===== src/rtl/mmio_pkg.sv =====
package mmio_pkg;

    localparam int ADDR_W = 32;
    localparam int WORD_W = 32;
    localparam int BYTE_W = 8;
    localparam int OFF_W  = 16;

    localparam logic [OFF_W-1:0] OFF_IN_CTRL  = 16'h0000;
    localparam logic [OFF_W-1:0] OFF_IN_DATA  = 16'h0004;
    localparam logic [OFF_W-1:0] OFF_OUT_CTRL = 16'h0008;
    localparam logic [OFF_W-1:0] OFF_OUT_DATA = 16'h000C;

    typedef enum logic [2:0] {
        SEL_NONE,
        SEL_IN_CTRL,
        SEL_IN_DATA,
        SEL_OUT_CTRL,
        SEL_OUT_DATA
    } reg_sel_e;

    typedef struct packed {
        logic              valid;
        logic              write;
        logic [ADDR_W-1:0] addr;
        logic [WORD_W-1:0] wdata;
    } bus_req_t;

    typedef struct packed {
        logic     hit;
        reg_sel_e sel;
    } dec_t;

    function automatic reg_sel_e offset_to_sel(input logic [OFF_W-1:0] off);
        case (off)
            OFF_IN_CTRL:  return SEL_IN_CTRL;
            OFF_IN_DATA:  return SEL_IN_DATA;
            OFF_OUT_CTRL: return SEL_OUT_CTRL;
            OFF_OUT_DATA: return SEL_OUT_DATA;
            default:      return SEL_NONE;
        endcase
    endfunction

    function automatic logic [WORD_W-1:0] widen(input logic [BYTE_W-1:0] b);
        return {{(WORD_W-BYTE_W){1'b0}}, b};
    endfunction

endpackage


===== src/rtl/mmio_decode.sv =====
module mmio_decode
    import mmio_pkg::*;
#(
    parameter logic [ADDR_W-1:0] WIN_BASE = 32'hFFFF_0000
) (
    input  bus_req_t req,
    output dec_t     dec
);
    localparam int TAG_W = ADDR_W - OFF_W;

    logic in_win;

    always_comb begin
        in_win  = req.valid && (req.addr[ADDR_W-1:OFF_W] == WIN_BASE[ADDR_W-1:OFF_W]);
        dec.hit = in_win;
        dec.sel = in_win ? offset_to_sel(req.addr[OFF_W-1:0]) : SEL_NONE;
    end

    if (TAG_W < 1) begin : g_bad_width
        initial $error("window tag width must be positive");
    end
endmodule


===== src/rtl/mmio_in_chan.sv =====
module mmio_in_chan
    import mmio_pkg::*;
(
    input  logic              clk,
    input  logic              rst,
    input  logic              dev_valid,
    input  logic [BYTE_W-1:0] dev_byte,
    input  logic              take,
    output logic              rdy,
    output logic              ovr,
    output logic [BYTE_W-1:0] data
);
    logic accept_byte;
    logic drop_byte;

    always_comb begin
        accept_byte = dev_valid && (!rdy || take);
        drop_byte   = dev_valid && rdy && !take;
    end

    always_ff @(posedge clk) begin
        if (rst) begin
            rdy  <= 1'b0;
            ovr  <= 1'b0;
            data <= '0;
        end else begin
            if (accept_byte) begin
                data <= dev_byte;
                rdy  <= 1'b1;
            end else if (take) begin
                rdy  <= 1'b0;
            end
            if (drop_byte)
                ovr <= 1'b1;
            else if (take)
                ovr <= 1'b0;
        end
    end


    arrival_sets_rdy_chk: assert property (@(posedge clk) disable iff (rst)
        (dev_valid && !rdy) |=> (rdy && data == $past(dev_byte)));


    take_clears_chk: assert property (@(posedge clk) disable iff (rst)
        (take && !dev_valid) |=> (!rdy && !ovr));


    drop_keeps_data_chk: assert property (@(posedge clk) disable iff (rst)
        (dev_valid && rdy && !take) |=> ($stable(data) && ovr && rdy));


    coincident_accept_chk: assert property (@(posedge clk) disable iff (rst)
        (dev_valid && take) |=> (rdy && data == $past(dev_byte)));
endmodule


===== src/rtl/mmio_out_chan.sv =====
module mmio_out_chan
    import mmio_pkg::*;
(
    input  logic              clk,
    input  logic              rst,
    input  logic              put,
    input  logic [BYTE_W-1:0] put_byte,
    input  logic              dev_accept,
    output logic              rdy,
    output logic [BYTE_W-1:0] data,
    output logic              dev_valid
);
    logic launch;

    always_comb launch = put && rdy;

    always_ff @(posedge clk) begin
        if (rst) begin
            rdy       <= 1'b1;
            data      <= '0;
            dev_valid <= 1'b0;
        end else begin
            dev_valid <= launch;
            if (launch) begin
                data <= put_byte;
                rdy  <= 1'b0;
            end else if (dev_accept && !rdy) begin
                rdy  <= 1'b1;
            end
        end
    end


    pulse_busy_chk: assert property (@(posedge clk) disable iff (rst)
        dev_valid |-> !rdy);


    pulse_single_chk: assert property (@(posedge clk) disable iff (rst)
        dev_valid |=> !dev_valid);


    busy_store_ignored_chk: assert property (@(posedge clk) disable iff (rst)
        (put && !rdy) |=> (!dev_valid && $stable(data)));


    accept_sets_rdy_chk: assert property (@(posedge clk) disable iff (rst)
        (dev_accept && !rdy) |=> rdy);
endmodule


===== src/rtl/mmio_poll_ctrl.sv =====
module mmio_poll_ctrl
    import mmio_pkg::*;
#(
    parameter logic [31:0] WIN_BASE = 32'hFFFF_0000
) (
    input  logic        clk,
    input  logic        rst,
    input  logic        bus_valid,
    input  logic        bus_write,
    input  logic [31:0] bus_addr,
    input  logic [31:0] bus_wdata,
    output logic        bus_hit,
    output logic [31:0] bus_rdata,
    input  logic        in_dev_valid,
    input  logic [7:0]  in_dev_byte,
    output logic        out_dev_valid,
    output logic [7:0]  out_dev_byte,
    input  logic        out_dev_accept
);
    bus_req_t          req;
    dec_t              dec;
    logic              in_take;
    logic              out_put;
    logic              in_rdy;
    logic              in_ovr;
    logic [BYTE_W-1:0] in_data;
    logic              out_rdy;
    logic [BYTE_W-1:0] out_data;

    always_comb begin
        req.valid = bus_valid;
        req.write = bus_write;
        req.addr  = bus_addr;
        req.wdata = bus_wdata;
    end

    mmio_decode #(.WIN_BASE(WIN_BASE)) u_dec (
        .req (req),
        .dec (dec)
    );

    always_comb begin
        in_take = dec.hit && !req.write && (dec.sel == SEL_IN_DATA);
        out_put = dec.hit &&  req.write && (dec.sel == SEL_OUT_DATA);
    end

    mmio_in_chan u_in (
        .clk       (clk),
        .rst       (rst),
        .dev_valid (in_dev_valid),
        .dev_byte  (in_dev_byte),
        .take      (in_take),
        .rdy       (in_rdy),
        .ovr       (in_ovr),
        .data      (in_data)
    );

    mmio_out_chan u_out (
        .clk        (clk),
        .rst        (rst),
        .put        (out_put),
        .put_byte   (req.wdata[BYTE_W-1:0]),
        .dev_accept (out_dev_accept),
        .rdy        (out_rdy),
        .data       (out_data),
        .dev_valid  (out_dev_valid)
    );

    always_comb begin
        bus_hit   = dec.hit;
        bus_rdata = '0;
        if (dec.hit && !req.write) begin
            case (dec.sel)
                SEL_IN_CTRL:  bus_rdata = {{(WORD_W-2){1'b0}}, in_ovr, in_rdy};
                SEL_IN_DATA:  bus_rdata = widen(in_data);
                SEL_OUT_CTRL: bus_rdata = {{(WORD_W-1){1'b0}}, out_rdy};
                SEL_OUT_DATA: bus_rdata = widen(out_data);
                default:      bus_rdata = '0;
            endcase
        end
    end

    assign out_dev_byte = out_data;


    miss_reads_zero_chk: assert property (@(posedge clk) disable iff (rst)
        (!bus_hit || bus_write) |-> (bus_rdata == 32'h0));


    ctrl_store_keeps_flags_chk: assert property (@(posedge clk) disable iff (rst)
        (bus_hit && bus_write && (bus_addr[15:0] == 16'h0 || bus_addr[15:0] == 16'h8)
         && !in_dev_valid && !out_dev_accept) |=> ($stable(in_rdy) && $stable(out_rdy)));
endmodule


===== config.mk =====
export PLATFORM = sky130hd
export DESIGN_NAME = mmio_poll_ctrl
export DESIGN_NICKNAME = d
export VERILOG_FILES = /design/src/rtl/mmio_pkg.sv /design/src/rtl/mmio_decode.sv /design/src/rtl/mmio_in_chan.sv /design/src/rtl/mmio_out_chan.sv /design/src/rtl/mmio_poll_ctrl.sv
export SDC_FILE = /design/constraint.sdc
export NUM_CORES = 1
export LEC_CHECK = 0
export ABC_AREA = 1
export ABC_CLOCK_PERIOD_IN_PS = 1500
export CORE_MARGIN = 2
export CORE_UTILIZATION = 32
export CTS_CLUSTER_SIZE = 12
export DETAILED_ROUTE_END_ITERATION = 12
export PLACE_DENSITY = 0.78
export SLEW_MARGIN = 20
export SYNTH_ARGS = -nofsm -noshare
export SYNTH_HDL_FRONTEND = slang
export SYNTH_SLANG_ARGS = --single-unit

===== constraint.sdc =====
create_clock -name clk -period 1.5 [get_ports clk]
set_input_delay 0.3 -clock clk [delete_from_list [all_inputs] [get_ports clk]]
set_output_delay 0.3 -clock clk [all_outputs]
set_load 0.005 [all_outputs]

==> results of run 1 <==
-- placed cells by master (no fill, tap or decap), drive strengths merged, types with 9 or more instances in the layout --
cell type and count:
buf 68, nand2 54, nor2 47, clkdlybuf4s50 29, inv 27, conb 24
dfxtp 20, nand3 19, a21oi 17, clkdlybuf4s15 9
-- flip-flops by register name, indices dropped and copies added (netlist names) --
name and cells:
u_in.data 8, u_in.ovr 1, u_in.rdy 1, u_out.data 8, u_out.dev_valid 1, u_out.rdy 1
-- report_power, final --
part | total (mW) | internal [mW] | switching, mW
Sequential | 0.568 | 0.552 | 0.0165
Combinational | 0.319 | 0.182 | 0.137
Clock | 0.335 | 0.178 | 0.157
-- per-stage QoR --
stage | std cells | setup slack [ns] | setup TNS, ns
floorplan | 243 | 0.007010 | 0
global placement | 354 | -1.035 | -18.94
detailed placement | 354 | -1.064 | -20.35
CTS | 376 | -0.3998 | -2.630
global route | 379 | -0.4952 | -4.762
finish | 379 | -0.3970 | -2.739
-- critical path: cells and delay by family --
kind	cells	cell delay (ns)
simple gates	7	0.86
buf+inv	4	0.44
-- area by class of cell --
cell class | count | area share (%)
clock buffers | 3 | 1.578
inverters | 29 | 4.639
multi-input cells | 169 | 38.88
flip-flops and latches | 20 | 15.35
well taps | 52 | 2.487
repair buffers | 106 | 37.06
-- per-layer routing --
layer  share of wire [%]  GRT usage, %  vias to the layer above
li1                    -             -                      854
met1                  40         19.09                      761
met2                  50         29.91                       73
met3                 8.1         3.419                        8
met4                 1.6         3.983                        0
met5                   0             0                        -
-- cell families (layout without fill, tap and decap cells) --
logic type / count (synthesis) / in the layout
and+or+nand+nor: 121 / 125
buffers and inverters: 58 / 138
AOI/OAI and AO/OA: 20 / 20
other: 1 / 24
DFF: 20 / 20
-- final timing paths --
| kind | startpoint | to | slack (ns) | cells after the start |
|---|---|---|---|---|
| setup / recovery | bus_addr[1] | bus_rdata[0] | -0.40 | 11 |
| hold / removal | u_in.data[0] | u_in.data[0] | 0.50 | 2 |
| setup reg to reg | u_out.rdy | u_out.rdy | 0.44 | 4 |
| hold reg to reg | u_in.data[0] | u_in.data[0] | 0.50 | 2 |
-- repair_timing --
item	in CTS	in global routing
gates cloned	4	0
hold endpoints to repair	0	0
buffers inserted	16	5
setup endpoints to repair	29	30
pin swaps	40	30
resized for setup	161	58
==> flow_metrics.py, run 1 <==
metrics = {
    "sta": {
        "finClkSkew_ns": 0.0005451,
        "post-route-period-util_pct": 126.5,
        "slew_violations": 0,
        "min_period_ns": 1.897,
        "setup_viol": 9,
        "fmax_mhz": 527.1,
        "rsz0062_at_grt": "yes",
        "finalHoldViolCount": 0,
        "whs_ns": 0.4970,
        "layout_setup_ws_ns": -0.3970,
    },
    "global_route": {
        "grt_max_degree": 19,
        "grt_pass1_vias": 1586,
        "grt_first_pass_wirelength_um": 6672,
        "grt_use_total_pct": 16.23,
        "grt.overflow.total": 0,
        "antenna_found_initial": 0,
    },
    "logic_synthesis": {
        "yosysWarnings": 0,
        "ys_ff_latch": 20,
        "synth_cell_type_count": 27,
        "synth_compound_area_share_pct": 9.694,
        "synth_edf_count": 0,
        "synth_mux_area_share_pct": 0,
        "async_flop_share_pct": 0,
        "synthXorXnorAreaFrac_pct": 0,
        "synthAdderAreaFrac_pct": 0,
        "synth_top_family_by_area": "simple AND/OR/NAND/NOR gates",
        "syn_area_sq_mm": 0.001433,
        "synth_most_common_cell": "nand2_1",
        "ys_seq_area_share_pct": 27.95,
        "syn_avg_cell_area_sq_um": 6.512,
        "synth_ff_type": "dfxtp_1",
        "synthSimpleGateAreaFrac_pct": 38.78,
        "synthTopCellsByCount": "50 x nand2_1, 39 x nor2_1, 24 x buf_4, 24 x inv_1, 20 x dfxtp_1",
        "synth_area_leaders": "dfxtp_1 28%, nand2_1 13%, buf_4 13%",
        "synth_top_area_share_pct": 27.95,
        "yosys.area.top_type": "dfxtp_1",
        "syn_inst": 220,
    },
    "clock_tree": {
        "clock_sinks": 20,
        "cts_root_buffer": "clkbuf_8",
        "cts_buffers": 3,
        "clk_latency_ns": 0.25,
        "cts_buffer_depth": 2,
        "path_clk_slew_ns": 0.06,
        "cts_tree": "built",
        "cts-hold-fix-buffers": 0,
        "htreeDepth": 1,
    },
    "critical_path": {
        "cp.arrival_ns": 1.60,
        "slowest_delay_ns": 0.24,
        "cp-start-kind": "input port",
        "worstPathRequired_ns": 1.20,
        "criticalPathCategory": "in -> out",
        "slowest_stage": "nor3_2",
        "worst-path-max-fanout": 2,
        "cp_cell_sequence": "buf_6, nor2_4, buf_4, buf_4, nand4_1, nor3_2, nand3_1, nand3_2, nor2_1, nor2_1, buf_2",
        "cp-end-kind": "output port",
    },
    "drt": {
        "postRouteWirelength_um": 4502,
        "drtPass1Iterations": 4,
        "drt-initial-drc-count": 21,
        "via_count": 1696,
        "via_per_inst": 4.475,
        "ant_nets": 0,
        "drt-wirelength-per-cell_um": 11.88,
        "route.detailed.drc": 0,
    },
    "floorplanning": {
        "rows": 24,
        "die_y_um": 70.91,
        "dieArea_sq_mm": 0.005028,
        "die_w_um": 70.91,
        "initial_utilization_pct": 33.13,
        "coreArea_sq_mm": 0.004324,
        "ioPinCount": 120,
    },
    "final_layout": {
        "diodes": 0,
        "utilization_pct": 60.50,
        "register_area_sq_um": 401.6,
        "final_net_count": 407,
        "drive_gt1_share_pct": 42.20,
        "fin_area_sq_mm": 0.002616,
        "fill_cells": 392,
        "multiInputGateArea_sq_mm": 0.001017,
        "syn_to_final_growth_pct": 82.62,
    },
    "run_status": {
        "status": "finished, violations left",
        "violations": "negative setup slack",
    },
    "place": {
        "routabilityCongestion": 0.8188,
        "hpwl_um": 2907,
        "port-buffer-count": 71,
        "placed_cell_area_sq_mm": 0.002218,
    },
    "worst_hold_path": {
        "hp-class": "reg -> reg",
    },
    "power_and_ir_drop": {
        "p_leak_nw": 1.229,
        "power.density_mw_per_mm2": 467.1,
        "ir_drop_uv": 307.2,
        "p_total_mw": 1.222,
    },
    "flow_run": {
        "drv_cap": 0,
    },
}
(Power assumes the default switching activity.)
==> inputs of run 2 (changes only) <==
--- a/config.mk
+++ b/config.mk
@@ -7,6 +7,7 @@
 export LEC_CHECK = 0
 export ABC_AREA = 1
 export ABC_CLOCK_PERIOD_IN_PS = 1500
+export CAP_MARGIN = 20
 export CORE_MARGIN = 2
 export CORE_UTILIZATION = 32
 export CTS_CLUSTER_SIZE = 12
==> results of run 2 <==
Final layout, timing and power as in run 1 (identical DEF).
==> inputs of run 3 (changes only) <==
--- a/config.mk
+++ b/config.mk
@@ -10,6 +10,7 @@
 export CAP_MARGIN = 20
 export CORE_MARGIN = 2
 export CORE_UTILIZATION = 32
+export CTS_CLUSTER_DIAMETER = 200
 export CTS_CLUSTER_SIZE = 12
 export DETAILED_ROUTE_END_ITERATION = 12
 export PLACE_DENSITY = 0.78
==> results of run 3 <==
Final layout, timing and power as in run 1 (identical DEF).
